===== config.mk =====
export PLATFORM = sky130hd
export DESIGN_NAME = rst_cause_unit
export DESIGN_NICKNAME = d
export VERILOG_FILES = /design/src/rtl/rcu_pkg.sv /design/src/rtl/rcu_sync.sv /design/src/rtl/rcu_stretch.sv /design/src/rtl/rcu_flags.sv /design/src/rtl/rst_cause_unit.sv
export SDC_FILE = /design/constraint.sdc
export NUM_CORES = 1
export LEC_CHECK = 0
export ABC_AREA = 1
export BUFFER_PORTS_ARGS = -buffer_cell sky130_fd_sc_hd__buf_2
export CAP_MARGIN = 5
export CORE_MARGIN = 1.5
export CORE_UTILIZATION = 30
export CTS_BUF_LIST = sky130_fd_sc_hd__clkbuf_8
export DETAILED_ROUTE_END_ITERATION = 8
export GPL_TIMING_DRIVEN = 1
export SLEW_MARGIN = 25
export SYNTH_ARGS = -nofsm -noshare
export SYNTH_HDL_FRONTEND = slang
export SYNTH_HIERARCHICAL = 1
export SYNTH_SLANG_ARGS = --single-unit

===== constraint.sdc =====
create_clock -name clk_i -period 1.2 [get_ports clk_i]
set_input_delay 0.18 -clock clk_i [delete_from_list [all_inputs] [get_ports clk_i]]
set_output_delay 0.18 -clock clk_i [all_outputs]
set_load 0.01 [all_outputs]

===== src/rtl/rcu_pkg.sv =====
package rcu_pkg;
  localparam int FLAG_W = 6;
  localparam int DATA_W = 8;

  // cause register bit positions (software decodes these)
  localparam int B_EXT = 0;
  localparam int B_SW  = 1;
  localparam int B_WDT = 2;
  localparam int B_BRK = 3;
  localparam int B_POR = 4;
  localparam int B_BOD = 5;

  localparam logic [FLAG_W-1:0] POR_FLAGS = 6'b110000;

  // next cause value: written zeros clear, new events set (set wins)
  function automatic logic [FLAG_W-1:0] flag_next(
    input logic [FLAG_W-1:0] cur,
    input logic [FLAG_W-1:0] set,
    input logic              wr,
    input logic [FLAG_W-1:0] wdata
  );
    logic [FLAG_W-1:0] keep;
    keep = wr ? wdata : {FLAG_W{1'b1}};
    return (cur & keep) | set;
  endfunction

  // reset pulse length seen after an asynchronous request drops
  function automatic int async_pulse_len(input int stages, input int stretch);
    return stages + stretch - 1;
  endfunction
endpackage


===== src/rtl/rcu_sync.sv =====
module rcu_sync #(
  parameter int W      = 4,
  parameter int STAGES = 2
) (
  input  logic         clk_i,
  input  logic         rst_i,
  input  logic [W-1:0] d_i,
  output logic [W-1:0] q_o
);
  for (genvar i = 0; i < W; i++) begin : g_bit
    logic [STAGES-1:0] sh;
    always_ff @(posedge clk_i or posedge rst_i) begin
      if (rst_i) sh <= '0;
      else       sh <= {sh[STAGES-2:0], d_i[i]};
    end
    assign q_o[i] = sh[STAGES-1];
  end
endmodule


===== src/rtl/rcu_stretch.sv =====
module rcu_stretch #(
  parameter int STRETCH = 8,
  parameter int CNT_W   = 4
) (
  input  logic             clk_i,
  input  logic             rst_i,
  input  logic             hit_i,
  output logic [CNT_W-1:0] cnt_o,
  output logic             active_o
);
  localparam logic [CNT_W-1:0] LOAD = CNT_W'(STRETCH);

  always_ff @(posedge clk_i or posedge rst_i) begin
    if (rst_i)              cnt_o <= LOAD;
    else if (hit_i)         cnt_o <= LOAD;
    else if (cnt_o != '0)   cnt_o <= cnt_o - 1'b1;
  end

  assign active_o = (cnt_o != '0);
endmodule


===== src/rtl/rcu_flags.sv =====
module rcu_flags
  import rcu_pkg::*;
(
  input  logic              clk_i,
  input  logic              rst_i,
  input  logic [FLAG_W-1:0] set_i,
  input  logic              wr_i,
  input  logic [FLAG_W-1:0] wdata_i,
  output logic [FLAG_W-1:0] flags_o
);
  always_ff @(posedge clk_i or posedge rst_i) begin
    if (rst_i) flags_o <= POR_FLAGS;
    else       flags_o <= flag_next(flags_o, set_i, wr_i, wdata_i);
  end
endmodule


===== src/rtl/rst_cause_unit.sv =====
module rst_cause_unit
  import rcu_pkg::*;
#(
  parameter int SYNC_STAGES    = 2,
  parameter int STRETCH_CYCLES = 8
) (
  input  logic              clk_i,
  input  logic              pwr_on_i,
  input  logic              ext_rst_i,
  input  logic              wdt_to_i,
  input  logic              brk_det_i,
  input  logic              bod_det_i,
  input  logic              cfg_ext_en_i,
  input  logic              cfg_wdt_en_i,
  input  logic              cfg_brk_en_i,
  input  logic              cfg_bod_dis_i,
  input  logic              bus_we_i,
  input  logic              bus_addr_i,
  input  logic [DATA_W-1:0] bus_wdata_i,
  output logic [DATA_W-1:0] bus_rdata_o,
  output logic              chip_rst_o
);
  localparam int CNT_W   = $clog2(STRETCH_CYCLES + 1);
  localparam int N_ASYNC = 4;

  // synchronized asynchronous requests: {bod, brk, wdt, ext}
  logic [N_ASYNC-1:0] req_raw, req_s;
  assign req_raw = {bod_det_i, brk_det_i, wdt_to_i, ext_rst_i};

  rcu_sync #(.W(N_ASYNC), .STAGES(SYNC_STAGES)) u_sync (
    .clk_i (clk_i),
    .rst_i (pwr_on_i),
    .d_i   (req_raw),
    .q_o   (req_s)
  );

  // bus decode
  logic flag_wr, ctrl_wr;
  assign flag_wr = bus_we_i & ~bus_addr_i;
  assign ctrl_wr = bus_we_i &  bus_addr_i;

  // software request: one-cycle pulse
  logic sw_req_q;
  always_ff @(posedge clk_i or posedge pwr_on_i) begin
    if (pwr_on_i)                    sw_req_q <= 1'b0;
    else if (ctrl_wr && bus_wdata_i[0]) sw_req_q <= 1'b1;
    else                             sw_req_q <= 1'b0;
  end

  // gated events, named for the checker
  logic [FLAG_W-1:0] set_vec;
  logic              any_hit;
  always_comb begin
    set_vec        = '0;
    set_vec[B_EXT] = req_s[0] & cfg_ext_en_i;
    set_vec[B_SW]  = sw_req_q;
    set_vec[B_WDT] = req_s[1] & cfg_wdt_en_i;
    set_vec[B_BRK] = req_s[2] & cfg_brk_en_i;
    set_vec[B_BOD] = req_s[3] & ~cfg_bod_dis_i;
  end
  assign any_hit = |set_vec;

  // reset stretch
  logic [CNT_W-1:0] cnt_q;
  logic             stretch_active;
  rcu_stretch #(.STRETCH(STRETCH_CYCLES), .CNT_W(CNT_W)) u_stretch (
    .clk_i    (clk_i),
    .rst_i    (pwr_on_i),
    .hit_i    (any_hit),
    .cnt_o    (cnt_q),
    .active_o (stretch_active)
  );

  assign chip_rst_o = pwr_on_i | any_hit | stretch_active;

  // cause register
  logic [FLAG_W-1:0] flags_q;
  rcu_flags u_flags (
    .clk_i   (clk_i),
    .rst_i   (pwr_on_i),
    .set_i   (set_vec),
    .wr_i    (flag_wr),
    .wdata_i (bus_wdata_i[FLAG_W-1:0]),
    .flags_o (flags_q)
  );

  logic unused_wdata;
  assign unused_wdata = ^bus_wdata_i[DATA_W-1:FLAG_W];

  // read mux; reserved bits are zero
  always_comb begin
    bus_rdata_o = '0;
    if (bus_addr_i) bus_rdata_o[0]        = sw_req_q;
    else            bus_rdata_o[FLAG_W-1:0] = flags_q;
  end
endmodule


* After elaboration in Yosys (flattened, before gate mapping)
Cells that the tools add are included.
** Storage, ports and cells
- Bits in writable memories :: 0
- Bits in registers :: 19
- Memories :: 0
- ROM bits :: 0
- Word-level logic and storage cells :: 30
- Input port bits :: 20
- Latch bits :: 0
- Output and inout port bits :: 9
** Cells by class
- Div/mod/pow operators :: 0
- Bitwise operators :: 12
- Add/sub/neg operators :: 1
- Shift-type cells :: 0
- Reduce and logical (&&, ||, !) cells :: 4
- Mux-type cells :: 6
- Multipliers :: 0
- Equality and inequality tests :: 0
- Magnitude comparators :: 0
** Operators with widths (count)
- 4-bit two-way mux :: 2
- 1-bit AND :: 6
- 6-bit AND :: 1
- 6-bit two-way mux :: 1
- 6-bit bitwise OR :: 1
- 5-bit two-way mux :: 1
- 5-bit OR reduction :: 1
- 4-bit nonzero test :: 1
- 4-bit by 1-bit subtractor with 4-bit output (second input constant) :: 1
- 1-bit two-way mux :: 2
- 1-bit NOT :: 2
- 1-bit bitwise OR :: 2
- 2-bit nonzero test :: 1
- 1-bit logical AND :: 1

* Logic depth before layout (Yosys ltp)
Gate-level depths: netlist of run 1.
- Depth in word-level cells :: 5
- Gate-level depth with buffers :: 8
- Gate-level depth less buffers :: 7

* Cells and area by module
Netlist of run 1, hierarchy kept.
** Modules (own cells, without submodules)
- rcu_flags :: instances 1, area an instance 269.0 µm², seq. area each 152.6 µm², cells each 37
- rcu_sync :: instances 1, area an instance 234.0 µm², seq. area each 200.2 µm², cells each 13
- rcu_stretch :: instances 1, area an instance 226.5 µm², seq. area each 101.3 µm², cells each 29
- rst_cause_unit :: instances 1, area an instance 201.4 µm², seq. area each 25.0 µm², cells each 37

* Least setup slack after synthesis of run 1
No wires, ideal clock.
- Path type :: register -> output
- Start :: register u_stretch.cnt_o[0]
- End :: output port chip_rst_o
- Path slack :: 0.063 ns
- Arrival time :: 0.957 ns
- Cell stages (with the launch flop) :: 6
- Path buffers :: 0
- Required time :: 1.020 ns
- Path through :: dfrtp_1 inv_1 ha_1 nand3_2 nor2_1 nand3_1
** On the way
- Cells in the longest elaborated chain, start to end :: 2
** Ends and longest elaborated chain
- start, declared :: line rcu_stretch.sv:8 : output logic [CNT_W-1:0] cnt_o,
- start signal, assigned :: line rcu_stretch.sv:16 : else if (cnt_o != '0) cnt_o <= cnt_o - 1'b1;
- 4-bit nonzero test :: line rcu_stretch.sv:19 : assign active_o = (cnt_o != '0);
- via stretch_active :: line rst_cause_unit.sv:65 : logic stretch_active;
- 1-bit bitwise OR :: line rst_cause_unit.sv:74 : assign chip_rst_o = pwr_on_i | any_hit | stretch_active;
- end, declared :: line rst_cause_unit.sv:21 : output logic chip_rst_o
The timed path passes the listed nets, and every way through them passes these cells.

* Worst setup path after layout of run 1
- Start :: register u_stretch.cnt_o[1]
- End :: output port chip_rst_o
Same word-level chain as after synthesis.

==> summary.json, run 1 <==
{
  "cts.clk_slew.worst_paths_ns": 0.07,
  "clock_sink_count": 19,
  "reported_max_cap_violation_count": 0,
  "grt_max_degree": 13,
  "post_route_hold_slack_ns": 0.0312,
  "die_area_sq_um": 3450,
  "gp_congestion": 0.726,
  "synth_simple_gate_area_share_pct": 26.5,
  "area_growth_syn_to_layout_pct": 30.1,
  "startpoint_type": "register",
  "count_of_filler_cells_inserted_in_the_layout": 297,
  "synth_top_family_by_area": "simple AND/OR/NAND/NOR gates",
  "worst_ep_required_time_ns": 1.02,
  "port-buffer-count": 24,
  "hold_path.startpoint": "ext_rst_i",
  "count_of_yosys_warnings_during_synthesis": 6,
  "initialDrtViolationCount": 28,
  "layout.cells.most_common": "sky130_fd_sc_hd__nand2_1",
  "critical_path.reg2reg.endpoint": "u_stretch/cnt_o[1]$_DFFE_PP0P_",
  "power_mw": 1.59,
  "synth-adder-area-share_pct": 1.34,
  "first_global_vias": 624,
  "cts_max_path_buffers": 2,
  "setup.reg_to_reg.worst_slack_ns": -0.01,
  "ys_types": 18,
  "layout.cell_area.non_filler_sq_um": 1210,
  "failing_checks": "negative setup slack",
  "postSynthRegisterBits": 19,
  "timing.critical_path.from": "u_stretch/cnt_o[1]$_DFFE_PP0P_",
  "detailedPlacementHpwl_mm": 1.18,
  "finalCritPeriodShare_pct": 123,
  "fin_util_pct": 40.3,
  "timing.final.max_slew_violations": 0,
  "dp.cells": 171,
  "num_rows": 20,
  "synth_compound_gate_area_share_pct": 0.941,
  "antenna_cells": 0,
  "horiz_die_dim_um": 58.7,
  "global_route_wire_length_before_repair_mm": 2.59,
  "cts_tree": "built",
  "run_status": "finished, violations left",
  "routed_via_density": 3.82,
  "post-route-worst-setup-slack_ns": -0.272,
  "final_cells": 182,
  "final_setup_violation_count": 3,
  "ys_seq_area_share_pct": 51.5,
  "layout_common_cells": "sky130_fd_sc_hd__nand2_1 (26), sky130_fd_sc_hd__inv_1 (24), sky130_fd_sc_hd__buf_2 (24), sky130_fd_sc_hd__dfrtp_1 (16), sky130_fd_sc_hd__nor2_1 (9)",
  "register_area_sq_um": 479,
  "remaining_number_of_nets_flagged_by_the_antenna_check_after_routing": 0,
  "grt_antenna_before_repair": 0,
  "final_hold_viol_count": 0,
  "min-delay-path-class": "in -> reg",
  "dpl-instance-area_sq_um": 1070,
  "crit_path_max_fanout": 2,
  "wl_per_cell_um": 9.18,
  "initial_core_util_pct": 31.0,
  "syn-instance-count": 116,
  "floorplan.die.height_um": 58.7,
  "rsz0062_at_grt": "yes",
  "hold_depth": 1,
  "final_layout_size_suffix_gt1_share_pct": 42.3,
  "syn_avg_cell_area_sq_um": 8.02,
  "fmaxAchievable_ghz": 0.679,
  "reg2regPathDepth": 7,
  "netlist_area_sq_um": 931,
  "routed_wl_mm": 1.67,
  "clock_latency_ns": 0.25,
  "leakage_nw": 0.699,
  "worst_hold_path.endpoint": "u_sync/g_bit[0].sh[0]$_DFF_PP0_",
  "period_needed_ns": 1.47,
  "setup.worst_path.end_class": "output port",
  "final_layout_net_count": 171,
  "std_cell_core_area_sq_um": 3000,
  "root_buffer": "sky130_fd_sc_hd__clkbuf_8",
  "drcViolationCount": 0,
  "globalRouteOverflowTotal": 0,
  "timing.setup.tns_ns": -0.289,
  "first_pass_iters": 3,
  "groute.usage.overall_pct": 9.99,
  "io-pin-count": 29,
  "r2r-start": "u_stretch/cnt_o[1]$_DFFE_PP0P_",
  "cts_inserted_buffers": 3,
  "dr_total_vias": 696,
  "htree_num_levels": 1,
  "synth-xor-area-share_pct": 0,
  "ir_drop_mv": 0.725,
  "multi_input_comb_area_sq_um": 314,
  "powerDensity_nw_per_um2": 1310,
  "pre_cts_ws_ns": -0.0133,
  "final.setup_skew_ns": 0.00142,
  "setup.worst_path.class": "reg -> out",
  "post_synthesis_mux_area_share_pct": 0,
  "critPathArrivalTime_ns": 1.29
}
worst max path at each step:
stage | cells after the start | end
final | 6 | chip_rst_o
after global routing | 6 | chip_rst_o
after CTS | 6 | chip_rst_o
after detailed placement | 6 | chip_rst_o
after global placement | 6 | chip_rst_o
after floorplan | 5 | chip_rst_o
metal layers:
metal,up-vias,part of all wire [%],global-route usage [%]
met5,-,0,0
met1,288,45,13.0
met4,0,1.0,4.87
li1,383,-,-
met2,23,48,15.9
met3,2,5.8,1.98
synth_stat cells:
cell / count / area, sq um
sky130_fd_sc_hd__a21oi_2: 1 / 8.76
sky130_fd_sc_hd__buf_4: 6 / 45.0
sky130_fd_sc_hd__buf_6: 1 / 11.3
sky130_fd_sc_hd__conb_1: 1 / 3.75
sky130_fd_sc_hd__dfrtp_1: 16 / 400
sky130_fd_sc_hd__dfstp_2: 3 / 78.8
sky130_fd_sc_hd__ha_1: 1 / 12.5
sky130_fd_sc_hd__inv_1: 28 / 105
sky130_fd_sc_hd__inv_2: 5 / 18.8
sky130_fd_sc_hd__nand2_1: 27 / 101
sky130_fd_sc_hd__nand2_2: 2 / 12.5
sky130_fd_sc_hd__nand3_1: 3 / 15.0
sky130_fd_sc_hd__nand3_2: 1 / 10.0
sky130_fd_sc_hd__nand3b_1: 1 / 7.51
sky130_fd_sc_hd__nand4_1: 3 / 18.8
sky130_fd_sc_hd__nor2_1: 12 / 45.0
sky130_fd_sc_hd__nor2_2: 4 / 25.0
sky130_fd_sc_hd__nor2_4: 1 / 11.3
power breakdown:
group	switching [mW]	internal, mW
clock network	0.206	0.233
logic	0.219	0.194
registers	0.0327	0.706
total	0.458	1.13
area by class of cell:
cell class	instances	area share (%)
well taps	33	3.41
clock inverters	1	0.620
clock buffers	3	3.41
flip-flops and latches	19	39.6
multi-input cells	59	25.9
repair buffers	34	16.6
inverters	33	10.4
cells by family after synthesis:
group / Yosys count
simple gates: 54
fa+ha+maj: 1
compound gates: 1
other cells: 1
flops: 19
buf+inv: 40
critical path, stage by stage (launching register included):
cell,delay (ns)
sky130_fd_sc_hd__dfrtp_1,0.40
sky130_fd_sc_hd__inv_2,0.08
sky130_fd_sc_hd__ha_4,0.16
sky130_fd_sc_hd__nand3_4,0.08
sky130_fd_sc_hd__nor2_1,0.10
sky130_fd_sc_hd__nand3_1,0.08
sky130_fd_sc_hd__buf_2,0.14
state kept, by name, summed over array words and instances (netlist names):
signal           cells
u_flags/flags_o      6
sw_req_q             1
u_stretch/cnt_o      4
u_sync/g_bit.sh      8
timing repair:
item | 4_1_cts | 5_1_grt
gates resized for setup | 4 | 10
hold endpoints to repair | 16 | 0
pin swaps | 3 | 3
gates cloned | 0 | 0
hold buffers | 1 | 0
setup buffers | 3 | 3
setup endpoints to repair | 3 | 6
Note: power is estimated with default switching activity, not from simulation.
==> inputs of run 2 (changes only) <==
ABC_AREA = unset   (was 1)
==> run 2 against run 1 <==
The flow still finishes with violations (negative setup slack); sequential cell count is the same; highest routed layer unchanged; critical endpoint unchanged; sequential share of layout area grew 1.2 points; via count shrank 5.2%; critical path depth is the same; largest power group unchanged; synthesized cell count shrank 35%; non-clock buffer count grew 5.
==> summary.json, run 2 <==
{
  "run_status": "finished, violations left",
  "failing_checks": "negative setup slack",
  "fmaxAchievable": {"value": 0.570, "unit": "GHz", "change": "-16%"},
  "setup.worst_path.end_class": "output port",
  "post-synth-top-area-cell": "sky130_fd_sc_hd__dfrtp_1",
  "root_buffer": "sky130_fd_sc_hd__clkbuf_8",
  "layout.cell_area.non_filler": {"value": 1180, "unit": "sq um", "change": "-2.9%"},
  "period_needed": {"value": 1.76, "unit": "ns", "change": "+0.283 ns"},
  "htree_num_levels": {"value": 1, "change": "unchanged"},
  "leakage": {"value": 0.592, "unit": "nW", "change": "-15%"},
  "layout_common_cells": "sky130_fd_sc_hd__buf_2 (22), sky130_fd_sc_hd__dfrtp_1 (16), sky130_fd_sc_hd__buf_4 (13), sky130_fd_sc_hd__nand2b_1 (8)",
  "netlist_area": {"value": 858, "unit": "sq um", "change": "-7.8%"},
  "ys_seq_area_share": {"value": 55.8, "unit": "%", "change": "+4.4 points"},
  "finalCritPeriodShare": {"value": 146, "unit": "%", "change": "+24 points"},
  "timing.final.max_slew_violations": {"value": 0, "change": "unchanged"},
  "setup.worst_path.class": "reg -> out",
  "final_layout_size_suffix_gt1_share": {"value": 47.4, "unit": "%", "change": "+5.1 points"},
  "use_met3": {"value": 3.92, "unit": "%", "change": "+1.9 points"},
  "grt.met1_usage": {"value": 11.2, "unit": "%", "change": "-1.8 points"},
  "remaining_number_of_nets_flagged_by_the_antenna_check_after_routing": {"value": 0, "change": "unchanged"},
  "asyncSetResetFlopFracSynth": {"value": 100, "unit": "%", "change": "unchanged"},
  "final_layout_net_count": {"value": 136, "change": "-20%"},
  "clock_sink_count": {"value": 19, "change": "unchanged"},
  "clock_latency": {"value": 0.26, "unit": "ns", "change": "about the same"},
  "cts_max_path_buffers": {"value": 2, "change": "unchanged"},
  "powerDensity": {"value": 1330, "unit": "nW/um^2", "change": "+1.1%"},
  "detailedPlacementHpwl": {"value": 1.30, "unit": "mm", "change": "+10%"},
  "grt_max_degree": {"value": 12, "change": "-1"},
  "yosys.cell_count.top_type": "sky130_fd_sc_hd__dfrtp_1",
  "global_route_wire_length_before_repair": {"value": 2.89, "unit": "mm", "change": "+11%"},
  "regMostFlops": "u_sync/g_bit.sh",
  "synth_flop_cell": "sky130_fd_sc_hd__dfrtp_1",
  "critPathArrivalTime": {"value": 1.58, "unit": "ns", "change": "+0.29 ns"},
  "largest_registers": "u_sync/g_bit.sh: 8 flops, u_flags/flags_o: 6 flops, u_stretch/cnt_o: 4 flops",
  "area_growth_syn_to_layout_pct": 37.0,
  "reported_max_cap_violation_count": {"value": 0, "change": "unchanged"},
  "wl_per_cell": {"value": 11.8, "unit": "um", "change": "+28%"},
  "startpoint_type": "register",
  "fin_util": {"value": 43.0, "unit": "%", "change": "+2.7 points"},
  "cts.clk_slew.worst_paths": {"value": 0.08, "unit": "ns", "change": "about the same"},
  "largest_reg_flops": {"value": 8, "change": "unchanged"},
  "antenna_cells": {"value": 0, "change": "unchanged"},
  "ys_types": {"value": 25, "change": "+7"},
  "floorplan.die.height": {"value": 56.5, "unit": "um", "change": "-3.8%"},
  "syn_avg_cell_area": {"value": 11.4, "unit": "sq um", "change": "+43%"},
  "synth_top_cell_area_share": {"value": 46.6, "unit": "%", "change": "+3.6 points"},
  "rsz0062_at_grt": "yes",
  "globalRouteOverflowTotal": {"value": 0, "change": "unchanged"},
  "pre_cts_ws": {"value": -0.294, "unit": "ns", "change": "-0.281 ns"},
  "final_setup_violation_count": {"value": 8, "change": "+5"},
  "synth.top_cells.by_count": "sky130_fd_sc_hd__dfrtp_1 (16), sky130_fd_sc_hd__nand2b_1 (8), sky130_fd_sc_hd__inv_1 (7), sky130_fd_sc_hd__nor2b_1 (7)",
  "post-route-worst-setup-slack": {"value": -0.555, "unit": "ns", "change": "-0.283 ns"},
  "routed_wl": {"value": 1.70, "unit": "mm", "change": "+2.0%"},
  "timing.setup.tns": {"value": -1.94, "unit": "ns", "change": "-1.65 ns"},
  "groute.usage.overall": {"value": 11.9, "unit": "%", "change": "+1.9 points"},
  "layout.cells.most_common": "sky130_fd_sc_hd__buf_2",
  "ir_drop": {"value": 0.802, "unit": "mV", "change": "+11%"},
  "crit_path_max_fanout": {"value": 2, "change": "unchanged"},
  "first_global_vias": {"value": 740, "change": "+19%"},
  "final.setup_skew": {"value": 0.00781, "unit": "ns", "change": "+0.00639 ns"},
  "first_pass_iters": {"value": 4, "change": "+1"},
  "grt_antenna_before_repair": {"value": 0, "change": "unchanged"},
  "cts_inserted_buffers": {"value": 3, "change": "unchanged"},
  "std_cell_core_area": {"value": 2730, "unit": "sq um", "change": "-9.0%"},
  "count_of_yosys_warnings_during_synthesis": {"value": 6, "change": "unchanged"},
  "routed_via_density": {"value": 4.55, "change": "+19%"},
  "dpl-instance-area": {"value": 1050, "unit": "sq um", "change": "-1.5%"},
  "die_area": {"value": 3190, "unit": "sq um", "change": "-7.4%"},
  "io-pin-count": {"value": 29, "change": "unchanged"},
  "port-buffer-count": {"value": 24, "change": "unchanged"},
  "gp_congestion": {"value": 0.812, "change": "+12%"},
  "drcViolationCount": {"value": 0, "change": "unchanged"},
  "horiz_die_dim": {"value": 56.5, "unit": "um", "change": "-3.8%"},
  "num_rows": {"value": 19, "change": "-5.0%"},
  "power": {"value": 1.56, "unit": "mW", "change": "-1.8%"},
  "post_synth_edffs": {"value": 0, "change": "unchanged"},
  "dr_total_vias": {"value": 660, "change": "-5.2%"},
  "min-delay-path-class": "in -> reg",
  "worst_ep_required_time": {"value": 1.02, "unit": "ns", "change": "about the same"},
  "initialDrtViolationCount": {"value": 22, "change": "-21%"},
  "final_hold_viol_count": {"value": 0, "change": "unchanged"},
  "initial_core_util": {"value": 31.4, "unit": "%", "change": "+0.40 points"},
  "top_usage_layer": "met2",
  "syn-instance-count": {"value": 75, "change": "-35%"},
  "cts_tree": "built",
  "postSynthRegisterBits": {"value": 19, "change": "unchanged"},
  "met2_usage": {"value": 21.1, "unit": "%", "change": "+5.2 points"},
  "synth_top_area_cells": "sky130_fd_sc_hd__dfrtp_1 (47%), sky130_fd_sc_hd__dfstp_2 (9.2%), sky130_fd_sc_hd__nand2b_1 (5.8%)"
}
==> run 2: cell types whose count changed after synthesis, moves of 3 or more <==
cell,previous run,this run
sky130_fd_sc_hd__inv_2,5,0
sky130_fd_sc_hd__nand2_1,27,0
sky130_fd_sc_hd__nand2b_1,0,8
sky130_fd_sc_hd__nor2_2,4,0
sky130_fd_sc_hd__a21o_1,0,6
sky130_fd_sc_hd__nand4_1,3,0
sky130_fd_sc_hd__nor2_1,12,3
sky130_fd_sc_hd__nand3_1,3,0
sky130_fd_sc_hd__nor2b_1,0,7
sky130_fd_sc_hd__inv_1,28,7
==> run 2: critical path, cell delays in order, from the launching register on <==
cell and delay (ns):
sky130_fd_sc_hd__dfrtp_1 0.39, sky130_fd_sc_hd__inv_1 0.06, sky130_fd_sc_hd__ha_2 0.17, sky130_fd_sc_hd__or3b_4 0.38, sky130_fd_sc_hd__nor2_1 0.09, sky130_fd_sc_hd__nand4b_1 0.08, sky130_fd_sc_hd__buf_2 0.14
==> run 2: worst paths after layout <==
kind	start	to	slack, ns	cells after the start
hold reg to reg	u_sync/g_bit[0].sh[0]$_DFF_PP0_	u_sync/g_bit[0].sh[1]$_DFF_PP0_	0.35	0
setup reg to reg	u_stretch/cnt_o[0]$_DFFE_PP0P_	u_stretch/cnt_o[0]$_DFFE_PP0P_	-0.45	6
min in group asynchronous	pwr_on_i	sw_req_q$_DFF_PP0_	0.37	3
max in group asynchronous	pwr_on_i	u_flags/flags_o[4]$_DFF_PP1_	0.47	3
hold / removal	wdt_to_i	u_sync/g_bit[1].sh[0]$_DFF_PP0_	0.02	1
setup / recovery	u_stretch/cnt_o[0]$_DFFE_PP0P_	chip_rst_o	-0.56	6
==> run 2: kinds of logic (layout without fill, tap and decap cells) <==
logic type / after synthesis / after routing / share of synthesized area (%)
flip-flops: 19 / 19 / 55.8
AND/OR/NAND/NOR: 28 / 28 / 21.0
adder cells (fa/ha/maj): 1 / 1 / 1.46
AO/OA/AOI/OAI: 11 / 11 / 9.91
other: 1 / 3 / 0.437
multiplexers: 2 / 2 / 3.06
buffers and inverters: 13 / 50 / 8.31
==> run 2: final cells by class <==
type	instances	area, sq um
Inverter	7	26.3
Timing Repair Buffer	39	251
Tap cell	31	38.8
Multi-Input combinational cell	45	334
Clock inverter	1	5.00
Clock buffer	3	41.3
Sequential cell	19	479
Fill cell	252	1560
==> run 2: layer usage <==
| layer | part of all wire (%) | vias up |
|---|---|---|
| li1 | - | 315 |
| met1 | 37 | 317 |
| met2 | 54 | 22 |
| met3 | 5.1 | 6 |
| met4 | 3.2 | 0 |
| met5 | 0 | - |
==> run 2: per-stage QoR <==
stage,std cells,hold WS (ns)
5_1_grt,145,0.00947
4_1_cts,144,0.0166
3_5_place_dp,135,0.0675
6_report,145,0.0159
3_3_place_gp,135,0.0657
2_1_floorplan,77,-0.0913
==> run 2: timing repair <==
item	4_1_cts	5_1_grt
endpoints found under the setup margin	8	8
pin swaps	0	1
hold endpoints to repair	16	0
cloned	0	0
resized for setup	4	3
hold buffers	1	0
buffers inserted	4	1
==> run 2: report_power, final <==
part | internal (mW) | switching [mW]
registers | 0.705 | 0.0292
clock network | 0.231 | 0.226
logic | 0.216 | 0.154
total | 1.15 | 0.409
==> inputs of run 3 (changes only) <==
HOLD_SLACK_MARGIN = 0.03   (was unset)
==> run 3 against run 2 <==
The flow still finishes with violations (negative setup slack); sequential power about the same; sequential cell count unchanged; clock power about the same; sequential share of layout area down 1.3 points; critical path type unchanged; critical endpoint unchanged; largest cell class unchanged.
==> summary.json, run 3 (synthesized netlist as in run 2, its figures left out) <==
{
  "run_status": "finished, violations left",
  "failing_checks": "negative setup slack",
  "r2r-start": "u_stretch/cnt_o[0]$_DFFE_PP0P_",
  "min-delay-path-class": "in -> reg",
  "antenna_cells": {"value": 0, "change": "unchanged"},
  "clock_sink_count": {"value": 19, "change": "unchanged"},
  "horiz_die_dim": {"value": 56.5, "unit": "um", "change": "unchanged"},
  "finalCritPeriodShare": {"value": 146, "unit": "%", "change": "about the same"},
  "powerDensity": {"value": 1290, "unit": "nW/um^2", "change": "-2.9%"},
  "htree_num_levels": {"value": 1, "change": "unchanged"},
  "cts_max_path_buffers": {"value": 2, "change": "unchanged"},
  "largest_reg_flops": {"value": 8, "change": "unchanged"},
  "die_area": {"value": 3190, "unit": "sq um", "change": "unchanged"},
  "gp_congestion": {"value": 0.812, "change": "unchanged"},
  "reported_max_cap_violation_count": {"value": 0, "change": "unchanged"},
  "first_global_vias": {"value": 780, "change": "+5.4%"},
  "detailedPlacementHpwl": {"value": 1.30, "unit": "mm", "change": "unchanged"},
  "clock_latency": {"value": 0.26, "unit": "ns", "change": "about the same"},
  "startpoint_type": "register",
  "leakage": {"value": 0.609, "unit": "nW", "change": "+2.8%"},
  "cts_tree": "built",
  "worstPathCellList": "inv_1, ha_2, or3b_4, nor2_1, nand4b_1, buf_2",
  "timing.critical_path.from": "u_stretch/cnt_o[0]$_DFFE_PP0P_",
  "std_cell_core_area": {"value": 2730, "unit": "sq um", "change": "unchanged"},
  "cts_inserted_buffers": {"value": 3, "change": "unchanged"},
  "initialDrtViolationCount": {"value": 19, "change": "-14%"},
  "dr_total_vias": {"value": 670, "change": "+1.5%"},
  "final.setup_skew": {"value": 0.00823, "unit": "ns", "change": "+0.000416 ns"},
  "critical-path-max-stage-delay": {"value": 0.39, "unit": "ns", "change": "about the same"},
  "global_route_wire_length_before_repair": {"value": 2.96, "unit": "mm", "change": "+2.4%"},
  "port-buffer-count": {"value": 24, "change": "unchanged"},
  "final_layout_net_count": {"value": 140, "change": "+2.9%"},
  "regMostFlops": "u_sync/g_bit.sh",
  "final_hold_viol_count": {"value": 0, "change": "unchanged"},
  "root_buffer": "sky130_fd_sc_hd__clkbuf_8",
  "timing.final.max_slew_violations": {"value": 0, "change": "unchanged"},
  "num_rows": {"value": 19, "change": "unchanged"},
  "groute.usage.overall": {"value": 12.1, "unit": "%", "change": "+0.24 points"},
  "pre_cts_ws": {"value": -0.294, "unit": "ns", "change": "unchanged"},
  "routed_via_density": {"value": 4.50, "change": "-1.2%"},
  "wl_per_cell": {"value": 11.5, "unit": "um", "change": "-1.8%"},
  "globalRouteOverflowTotal": {"value": 0, "change": "unchanged"},
  "initial_core_util": {"value": 31.4, "unit": "%", "change": "unchanged"},
  "reg2regPathDepth": {"value": 6, "change": "unchanged"},
  "post_route_hold_slack": {"value": 0.179, "unit": "ns", "change": "+0.163 ns"},
  "hold_path.startpoint": "bus_we_i",
  "remaining_number_of_nets_flagged_by_the_antenna_check_after_routing": {"value": 0, "change": "unchanged"},
  "drcViolationCount": {"value": 0, "change": "unchanged"},
  "post-route-worst-setup-slack": {"value": -0.555, "unit": "ns", "change": "+0.000725 ns"},
  "layout.cells.most_common": "sky130_fd_sc_hd__buf_2",
  "critPathArrivalTime": {"value": 1.57, "unit": "ns", "change": "about the same"},
  "final_setup_violation_count": {"value": 8, "change": "unchanged"},
  "hold_depth": {"value": 2, "change": "+1"},
  "ir_drop": {"value": 0.804, "unit": "mV", "change": "+0.25%"},
  "layout_common_cells": "sky130_fd_sc_hd__buf_2 (22), sky130_fd_sc_hd__dfrtp_1 (16), sky130_fd_sc_hd__buf_4 (13), sky130_fd_sc_hd__nand2b_1 (8)",
  "layout.cell_area.non_filler": {"value": 1220, "unit": "sq um", "change": "+3.4%"},
  "routed_wl": {"value": 1.72, "unit": "mm", "change": "+0.94%"},
  "first_pass_iters": {"value": 4, "change": "unchanged"},
  "worst_ep_required_time": {"value": 1.02, "unit": "ns", "change": "about the same"},
  "rsz0062_at_grt": "yes",
  "dpl-instance-area": {"value": 1050, "unit": "sq um", "change": "unchanged"},
  "final_layout_size_suffix_gt1_share": {"value": 45.8, "unit": "%", "change": "-1.6 points"},
  "io-pin-count": {"value": 29, "change": "unchanged"},
  "grt_antenna_before_repair": {"value": 0, "change": "unchanged"},
  "cts.clk_slew.worst_paths": {"value": 0.08, "unit": "ns", "change": "about the same"},
  "fmaxAchievable": {"value": 0.570, "unit": "GHz", "change": "about the same"},
  "crit_path_top_delay_cell": "sky130_fd_sc_hd__dfrtp_1",
  "floorplan.die.height": {"value": 56.5, "unit": "um", "change": "unchanged"},
  "crit_path_max_fanout": {"value": 2, "change": "unchanged"},
  "period_needed": {"value": 1.75, "unit": "ns", "change": "-0.000725 ns"},
  "grt_max_degree": {"value": 12, "change": "unchanged"},
  "setup.worst_path.class": "reg -> out",
  "setup.worst_path.end_class": "output port",
  "largest_registers": "u_sync/g_bit.sh: 8 flops, u_flags/flags_o: 6 flops, u_stretch/cnt_o: 4 flops",
  "area_growth_syn_to_layout_pct": 41.7
}
-- run 3: changes by cell type in the layout (fill, tap and decap cells not counted), sizes merged --
cell / previous run / this run
dlygate4sd3: 1 / 5
-- run 3: cell type report --
class                           instances  area (sq um)
Inverter                                7          26.3
Sequential cell                        19           479
Clock buffer                            3          41.3
Tap cell                               31          38.8
Multi-Input combinational cell         45           334
Timing Repair Buffer                   43           292
Clock inverter                          1          5.00
Fill cell                             249          1520
-- run 3: repair_timing --
item,CTS,global route
resized for setup,4,3
setup buffers,4,1
hold endpoints to repair,20,0
pin swaps,0,1
endpoints found under the setup margin,8,8
hold buffers,5,0
-- run 3: routing by layer --
layer | up-vias | GRT usage, % | routed length (um)
met4 | 0 | 8.50 | 46
met1 | 322 | 11.0 | 657
met2 | 19 | 22.1 | 950
met3 | 6 | 3.92 | 66
met5 | - | 0 | 0
li1 | 323 | - | -
-- run 3: worst max-delay path, delay by kind of cell (launching register included) --
family        cells  cell delay, ns
flops             1            0.39
buf+inv           2            0.20
simple gates      3            0.55
fa+ha+maj         1            0.17
-- run 3: worst paths after layout --
kind / to / slack, ns
max: chip_rst_o / -0.55
min reg2reg: u_sync/g_bit[0].sh[1]$_DFF_PP0_ / 0.35
max reg2reg: u_stretch/cnt_o[0]$_DFFE_PP0P_ / -0.45
min in group asynchronous: sw_req_q$_DFF_PP0_ / 0.38
max in group asynchronous: u_flags/flags_o[4]$_DFF_PP1_ / 0.47
min: sw_req_q$_DFF_PP0_ / 0.18
-- run 3: report_power, final --
group / switching, mW / leakage (nW) / internal (mW)
logic: 0.154 / 0.362 / 0.225
clock network: 0.225 / 0.0255 / 0.231
registers: 0.0291 / 0.221 / 0.705
-- run 3: through the flow --
stage / TNS, ns / power (mW) / utilization [%] / cells
CTS: -1.84 / 1.56 / 43.7 / 148
detailed placement: -1.01 / 1.05 / 38.4 / 135
global route: -2.44 / 1.64 / 44.5 / 149
floorplan: -0.702 / 0.926 / - / 77
finish: -1.96 / 1.57 / 44.5 / 149
global placement: -0.899 / 1.04 / 38.4 / 135
